## config.mk

```make
export PLATFORM = sky130hd
export DESIGN_NAME = spwm7_gate_gen
export DESIGN_NICKNAME = d
export VERILOG_FILES = /design/src/rtl/spwm7_pkg.sv /design/src/rtl/spwm7_refgen.sv /design/src/rtl/spwm7_carrier.sv /design/src/rtl/spwm7_state_sel.sv /design/src/rtl/spwm7_gate_decode.sv /design/src/rtl/spwm7_gate_gen.sv
export SDC_FILE = /design/constraint.sdc
export NUM_CORES = 2
export LEC_CHECK = 0
export ABC_AREA = 1
export BUFFER_PORTS_ARGS = -buffer_cell sky130_fd_sc_hd__buf_2
export CAP_MARGIN = 20
export CORE_ASPECT_RATIO = 1.5
export CORE_MARGIN = 2
export CORE_UTILIZATION = 65
export DETAILED_ROUTE_END_ITERATION = 12
export PLACE_DENSITY = 0.87
export SYNTH_ARGS = -nofsm -noshare
export SYNTH_HDL_FRONTEND = slang
export SYNTH_SLANG_ARGS = --single-unit
```

## constraint.sdc

```tcl
create_clock -name clk -period 21.9 [get_ports clk]
set_input_delay 4.38 -clock clk [delete_from_list [all_inputs] [get_ports clk]]
set_output_delay 4.38 -clock clk [all_outputs]
set_load 0.02 [all_outputs]
```

## src/rtl/spwm7_pkg.sv

```systemverilog
package spwm7_pkg;
  localparam int NSW  = 9;
  localparam int NCAR = 3;
  localparam int NST  = 8;

  typedef enum logic [2:0] {
    ST_ZP = 3'd0, ST_P1 = 3'd1, ST_P2 = 3'd2, ST_P3 = 3'd3,
    ST_ZN = 3'd4, ST_N1 = 3'd5, ST_N2 = 3'd6, ST_N3 = 3'd7
  } st_e;

  // switches turned on per state, bit i-1 = switch i
  function automatic logic [NSW-1:0] on_set(input int unsigned code);
    case (code)
      0, 4:    on_set = 9'b011011011;
      1:       on_set = 9'b000111011;
      2:       on_set = 9'b011010101;
      3:       on_set = 9'b000110101;
      5:       on_set = 9'b100011011;
      6:       on_set = 9'b011001110;
      default: on_set = 9'b100001110;
    endcase
  endfunction
endpackage

```

## src/rtl/spwm7_refgen.sv

```systemverilog
module spwm7_refgen #(
  parameter int PH_W    = 16,
  parameter int CNT_W   = 14,
  parameter int MI_W    = 10,
  parameter int MI_FRAC = 8,
  localparam int SH     = PH_W - 1,
  localparam int MAG_W  = PH_W + MI_W + CNT_W + 2
) (
  input  logic             clk,
  input  logic             rst_n,
  input  logic             en,
  input  logic [PH_W-1:0]  freq_word,
  input  logic [MI_W-1:0]  mod_index,
  input  logic [CNT_W-1:0] amp,
  output logic             sign_o,
  output logic [MAG_W-1:0] mag_o
);
  logic [PH_W-1:0]  ph_q;
  logic [SH-1:0]    h;
  logic [SH:0]      hc;
  logic [2*SH:0]    sq;
  logic [SH:0]      shape;
  logic [CNT_W+1:0] amp3;
  logic [MAG_W-1:0] full;

  always_ff @(posedge clk) begin
    if (!rst_n || !en) ph_q <= '0;
    else               ph_q <= ph_q + freq_word;
  end

  always_comb begin
    h     = ph_q[SH-1:0];
    hc    = {1'b1, {SH{1'b0}}} - {1'b0, h};
    sq    = {{(SH+1){1'b0}}, h} * {{SH{1'b0}}, hc};
    shape = (SH+1)'(sq >> (SH-2));
    amp3  = {2'b00, amp} + {1'b0, amp, 1'b0};
    full  = MAG_W'(shape) * MAG_W'(mod_index) * MAG_W'(amp3);
    mag_o = full >> (SH + MI_FRAC);
  end

  assign sign_o = ph_q[PH_W-1];

  AST_PHASE_STEP: assert property (@(posedge clk) disable iff (!rst_n)
    en |=> ph_q == $past(ph_q) + $past(freq_word));
endmodule

```

## src/rtl/spwm7_carrier.sv

```systemverilog
module spwm7_carrier #(
  parameter int CNT_W = 14
) (
  input  logic             clk,
  input  logic             rst_n,
  input  logic             en,
  input  logic [CNT_W-1:0] amp,
  output logic [CNT_W-1:0] tri_o
);
  logic [CNT_W-1:0] tri_q;
  logic             up_q;

  always_ff @(posedge clk) begin
    if (!rst_n || !en) begin
      tri_q <= '0;
      up_q  <= 1'b1;
    end else if (up_q) begin
      if ({1'b0, tri_q} + 1'b1 >= {1'b0, amp}) begin
        tri_q <= amp;
        up_q  <= 1'b0;
      end else begin
        tri_q <= tri_q + 1'b1;
      end
    end else begin
      if (tri_q <= CNT_W'(1)) begin
        tri_q <= '0;
        up_q  <= 1'b1;
      end else begin
        tri_q <= tri_q - 1'b1;
      end
    end
  end

  assign tri_o = tri_q;

  AST_TRI_RANGE: assert property (@(posedge clk) disable iff (!rst_n)
    ($stable(amp) && tri_q <= amp) |=> tri_q <= amp);

  AST_TRI_STEP: assert property (@(posedge clk) disable iff (!rst_n)
    (en && $stable(amp) && tri_q <= amp) |=>
      (tri_q == $past(tri_q) + 1'b1) || (tri_q + 1'b1 == $past(tri_q)) ||
      (tri_q == $past(tri_q)));
endmodule

```

## src/rtl/spwm7_state_sel.sv

```systemverilog
module spwm7_state_sel
  import spwm7_pkg::*;
#(
  parameter int CNT_W = 14,
  parameter int MAG_W = 42
) (
  input  logic             clk,
  input  logic             rst_n,
  input  logic             en,
  input  logic             sign,
  input  logic [MAG_W-1:0] mag,
  input  logic [CNT_W-1:0] tri_v,
  input  logic [CNT_W-1:0] amp,
  output st_e              state_o
);
  logic [NCAR-1:0] above;
  logic [1:0]      level;
  st_e             state_q;

  for (genvar k = 0; k < NCAR; k++) begin : g_car
    logic [CNT_W+1:0] car;
    assign car      = {2'b00, tri_v} + (CNT_W+2)'(k) * {2'b00, amp};
    assign above[k] = mag > MAG_W'(car);
  end

  always_comb begin
    level = '0;
    for (int k = 0; k < NCAR; k++) level = level + 2'(above[k]);
  end

  always_ff @(posedge clk) begin
    if (!rst_n || !en) state_q <= ST_ZP;
    else               state_q <= st_e'({sign, level});
  end

  assign state_o = state_q;

  AST_NO_REF_ZERO: assert property (@(posedge clk) disable iff (!rst_n)
    (en && mag == '0) |=> state_q[1:0] == 2'd0);
endmodule

```

## src/rtl/spwm7_gate_decode.sv

```systemverilog
module spwm7_gate_decode
  import spwm7_pkg::*;
(
  input  st_e            state,
  output logic [NSW-1:0] gate_o
);
  logic [NST-1:0] hot;

  for (genvar s = 0; s < NST; s++) begin : g_hot
    assign hot[s] = (state == st_e'(s));
  end

  for (genvar w = 0; w < NSW; w++) begin : g_sw
    logic [NST-1:0] use_st;
    for (genvar s = 0; s < NST; s++) begin : g_col
      localparam logic [NSW-1:0] MASK = on_set(s);
      assign use_st[s] = MASK[w];
    end
    assign gate_o[w] = |(hot & use_st);
  end
endmodule

```

## src/rtl/spwm7_gate_gen.sv

```systemverilog
module spwm7_gate_gen
  import spwm7_pkg::*;
#(
  parameter int PH_W    = 16,
  parameter int CNT_W   = 14,
  parameter int MI_W    = 10,
  parameter int MI_FRAC = 8,
  localparam int MAG_W  = PH_W + MI_W + CNT_W + 2
) (
  input  logic             clk,
  input  logic             rst_n,
  input  logic             en,
  input  logic [MI_W-1:0]  mod_index,
  input  logic [PH_W-1:0]  freq_word,
  input  logic [CNT_W-1:0] carrier_half,
  output logic [8:0]       gate_o,
  output logic [2:0]       state_o
);
  logic             sign;
  logic [MAG_W-1:0] mag;
  logic [CNT_W-1:0] tri_v;
  st_e              state;

  spwm7_refgen #(.PH_W(PH_W), .CNT_W(CNT_W), .MI_W(MI_W), .MI_FRAC(MI_FRAC)) u_ref (
    .clk(clk), .rst_n(rst_n), .en(en), .freq_word(freq_word),
    .mod_index(mod_index), .amp(carrier_half), .sign_o(sign), .mag_o(mag));

  spwm7_carrier #(.CNT_W(CNT_W)) u_car (
    .clk(clk), .rst_n(rst_n), .en(en), .amp(carrier_half), .tri_o(tri_v));

  spwm7_state_sel #(.CNT_W(CNT_W), .MAG_W(MAG_W)) u_sel (
    .clk(clk), .rst_n(rst_n), .en(en), .sign(sign), .mag(mag),
    .tri_v(tri_v), .amp(carrier_half), .state_o(state));

  spwm7_gate_decode u_dec (.state(state), .gate_o(gate_o));

  assign state_o = state;

  AST_IDLE_ZERO: assert property (@(posedge clk) disable iff (!rst_n)
    !en |=> (state_o == 3'd0 && gate_o == 9'h0DB));

  AST_PAIR_TIE: assert property (@(posedge clk) disable iff (!rst_n)
    (gate_o[0] == gate_o[4]) && (gate_o[1] == gate_o[3]) && (gate_o[6] == gate_o[7]));

  AST_ONE_PATH: assert property (@(posedge clk) disable iff (!rst_n)
    $countones({gate_o[8], gate_o[6], gate_o[5]}) == 1);

  AST_NEG_ZERO: assert property (@(posedge clk) disable iff (!rst_n)
    (state_o[2] && state_o[1:0] == 2'd0) |-> gate_o == 9'h0DB);
endmodule

```

==> out/qor.csv <==
stage,metric,value,unit
status,outcome,"complete, no violations",
synth,post-synthesis sequential area ratio,2.232,%
worst_setup_path,CP required,22080,ps
place,HPWL after DPL,71.73,mm
floorplanning,Die W,180.9,um
place,gpl congestion,1.012,
clock_tree,cts bufs inserted,5,
sta,relative slew slack,25.82,%
global_routing,first-pass GRT wire length,138.0,mm
synth,"Cell Area, Synth",0.03050,mm^2
routing,via count,25930,
worst_setup_path,worst reg2reg path depth,102,
routing,Residual DRC,0,
hold_path,Hold Path Cell Cnt,2,
cells_and_area,Non-Filler Instances,4509,
sta,Max Fclk,0.04908,GHz
cells_and_area,Fillers,3709,
floorplanning,Die H,269.3,um
synth,Synth cell types,62,
synth,"Async S/R FF share, synth",0,%
routing,WL per Instance,18.65,um
cells_and_area,Final nets,4966,
worst_setup_path,Worst setup SP type,flop,
synth,syn_area_per_cell,7.778,um^2
sta,period utilisation layout,93.03,%
place,Post-Place Cells,4501,
synth,register bit total from synthesis,34,
worst_setup_path,FF-to-FF End,u_sel.state_o[0],
sta,Pins Over Slew Limit,0,
global_routing,vias in the first global route,28380,
routing,routed vias/inst,5.751,
worst_setup_path,Crit Reg-Reg Startpoint,u_ref.ph_q[1],
sta,RSZ-0062 raised after global routing,no,
sta,Setup Skew,7.063,ps
clock_tree,clk root buf,clkbuf_16,
clock_tree,clock slew at reported path FFs,60,ps
cells_and_area,area occupied by multi-input gates,0.02589,mm^2
worst_setup_path,critical path type,reg2reg,
routing,Routed Antenna Nets,0,
worst_setup_path,crit end category,flop,
worst_setup_path,Crit Path Max Fanout,12,
job,max-cap violations,0,
floorplanning,core area,0.04648,mm^2
worst_setup_path,slowest CP cell,dfxtp_1,
sta,final hold violation count,0,
worst_setup_path,Worst path max stage delay,550,ps
cells_and_area,fin area,0.03147,mm^2
clock_tree,CTS tree,done,
sta,setup_tns,0,ps
floorplanning,# IOs,55,
floorplanning,starting density of the core,65.61,%
place,placed instance area,0.03129,mm^2
routing,initial drt markers,1800,
synth,"EDFF count, synth",0,
sta,post-route setup slack,1526,ps
sta,Setup Viol. Count Final,0,
global_routing,initial antenna violation count,1,
global_routing,remaining global-route overflow,0,
routing,aggregate routed wire length,84.10,mm
global_routing,total track usage,35.74,%
sta,crit path time final,20370,ps
worst_setup_path,flop2flop setup slack,1530,ps
sta,Slew @ Worst Pin,1111,ps
cells_and_area,Reg area,681.9,um^2
floorplanning,die area,0.04870,mm^2
cells_and_area,synth-to-layout area growth,3.184,%
worst_setup_path,CP arrival,20550,ps
worst_setup_path,CP most frequent cell,nand2_1,
cells_and_area,share of layout cells above drive strength 1,5.110,%
hold_path,HP Class,reg2reg,
global_routing,largest net degree at the start of global routing,28,
place,pre-CTS setup slack,1229,ps
clock_tree,Max clock buf depth,2,
clock_tree,H-Tree Depth,2,
clock_tree,"Clk Latency, worst-skew pair",290,ps
synth,Ys Warns,0,
place,I/O Buffers,54,
hold_path,hold_sp,u_ref.ph_q[15],
synth,Most used DFF post-synth,dfxtp_1,
synth,synthesized instance count,3921,
floorplanning,FP Rows,97,
hold_path,Hold Path Sink,u_sel.state_o[2],
clock_tree,Clock Sinks,34,
routing,First-pass DRT Iterations,7,
[critical path: cells and delay by family, from the launching register on]
kind	cells	cell delay (ps)
simple gates	43	3710
flops	1	550
buf+inv	20	2180
compound gates	14	2520
fa+ha+maj	24	10930
xor+xnor	1	360
[per-layer routing]
layer | vias up | part of all wire, % | global-route usage (%)
met4 | 0 | 11 | 32.49
met3 | 579 | 7.1 | 6.361
li1 | 11680 | - | -
met5 | - | 0 | 0
met2 | 1285 | 50 | 62.84
met1 | 12390 | 31 | 35.55
[cells by family (layout without fill, tap and decap cells)]
logic type | after synthesis | after routing | share of synthesized area, %
fa+ha+maj | 1009 | 1009 | 56.78
other cells | 2 | 14 | 0.02463
xor+xnor | 91 | 91 | 2.712
buf+inv | 1056 | 1038 | 13.17
compound gates | 354 | 354 | 6.782
flops | 34 | 34 | 2.232
simple gates | 1375 | 1375 | 18.29
[flip-flops by register name, indices dropped and copies added, names as in the netlist]
name and count:
u_sel.state_o 3, u_car.tri_o 14, u_car.up_q 1, u_ref.ph_q 16
[cell usage after synthesis, types with 4 or more instances]
| master | number | area, um^2 |
|---|---|---|
| inv_1 | 930 | 3491 |
| nand2_1 | 765 | 2872 |
| fa_1 | 625 | 12510 |
| nor2_1 | 433 | 1625 |
| ha_1 | 384 | 4805 |
| a21oi_1 | 177 | 885.9 |
| clkbuf_1 | 83 | 311.6 |
| o21ai_0 | 69 | 345.3 |
| xor2_1 | 58 | 508.0 |
| nand3_1 | 55 | 275.3 |
| dfxtp_1 | 34 | 680.7 |
| xnor2_1 | 29 | 254.0 |
| nand2_2 | 27 | 168.9 |
| inv_2 | 21 | 78.83 |
| nand4_1 | 18 | 112.6 |
| nor3_1 | 18 | 90.09 |
| o21ai_1 | 17 | 85.08 |
| or2_2 | 15 | 93.84 |
| nor4_1 | 11 | 68.82 |
| o21a_1 | 11 | 82.58 |
| o21ai_2 | 10 | 87.58 |
| o21bai_1 | 10 | 75.07 |
| a211oi_1 | 8 | 60.06 |
| a31oi_1 | 8 | 50.05 |
| buf_2 | 8 | 40.04 |
| nor2_2 | 8 | 50.05 |
| a21oi_2 | 7 | 61.31 |
| o211ai_1 | 7 | 52.55 |
| nand2_4 | 6 | 67.56 |
| clkinv_1 | 5 | 18.77 |
| or2_1 | 5 | 31.28 |
| a21o_1 | 4 | 30.03 |
| buf_4 | 4 | 30.03 |
| o221ai_1 | 4 | 35.03 |
[metrics by stage]
step                utilization, %  hold slack [ps]
floorplan                        -            421.0
global placement             67.32            432.5
detailed placement           67.32            437.0
CTS                          67.61            445.3
global route                 67.70            467.1
finish                       67.70            445.2
[what timing repair did]
item / CTS / global route
hold buffers: 0 / 0
endpoints found under the setup margin: 0 / 2
buffers inserted: 0 / 0
resized for setup: 0 / 6
[how the worst max path moves through the flow]
stage | startpoint | endpoint | slack, ps | depth (start not counted)
after floorplan | u_ref.ph_q[0] | u_sel.state_o[0] | 3740 | 101
after global placement | u_ref.ph_q[0] | u_sel.state_o[0] | 1650 | 96
after detailed placement | u_ref.ph_q[0] | u_sel.state_o[0] | 1230 | 96
after CTS | u_ref.ph_q[0] | u_sel.state_o[0] | 1180 | 96
after global routing | u_ref.ph_q[1] | u_sel.state_o[0] | 110 | 102
final | u_ref.ph_q[1] | u_sel.state_o[0] | 1530 | 102
[final cells by class]
cell class	count	area share, %
antenna	1	0.007952
tap	594	2.362
multi-input combinational	2842	82.27
timing repair buffer	74	1.336
sequential	34	2.167
inverter	957	11.44
clock buffer	7	0.4215
[layout by cell type (no fill, tap or decap), types with 18 or more instances in the layout]
cell / synthesis / routed
inv_1: 930 / 929
nand2_1: 765 / 765
fa_1: 625 / 625
nor2_1: 433 / 433
ha_1: 384 / 384
a21oi_1: 177 / 177
o21ai_0: 69 / 69
nand3_1: 55 / 55
xor2_1: 58 / 54
buf_2: 8 / 54
dfxtp_1: 34 / 33
xnor2_1: 29 / 28
nand2_2: 27 / 27
inv_2: 21 / 21
buf_4: 4 / 20
nand4_1: 18 / 18
nor3_1: 18 / 18
Power is not shown: default switching activity piles up to over one toggle a cycle in this logic, so the estimate is an artifact.
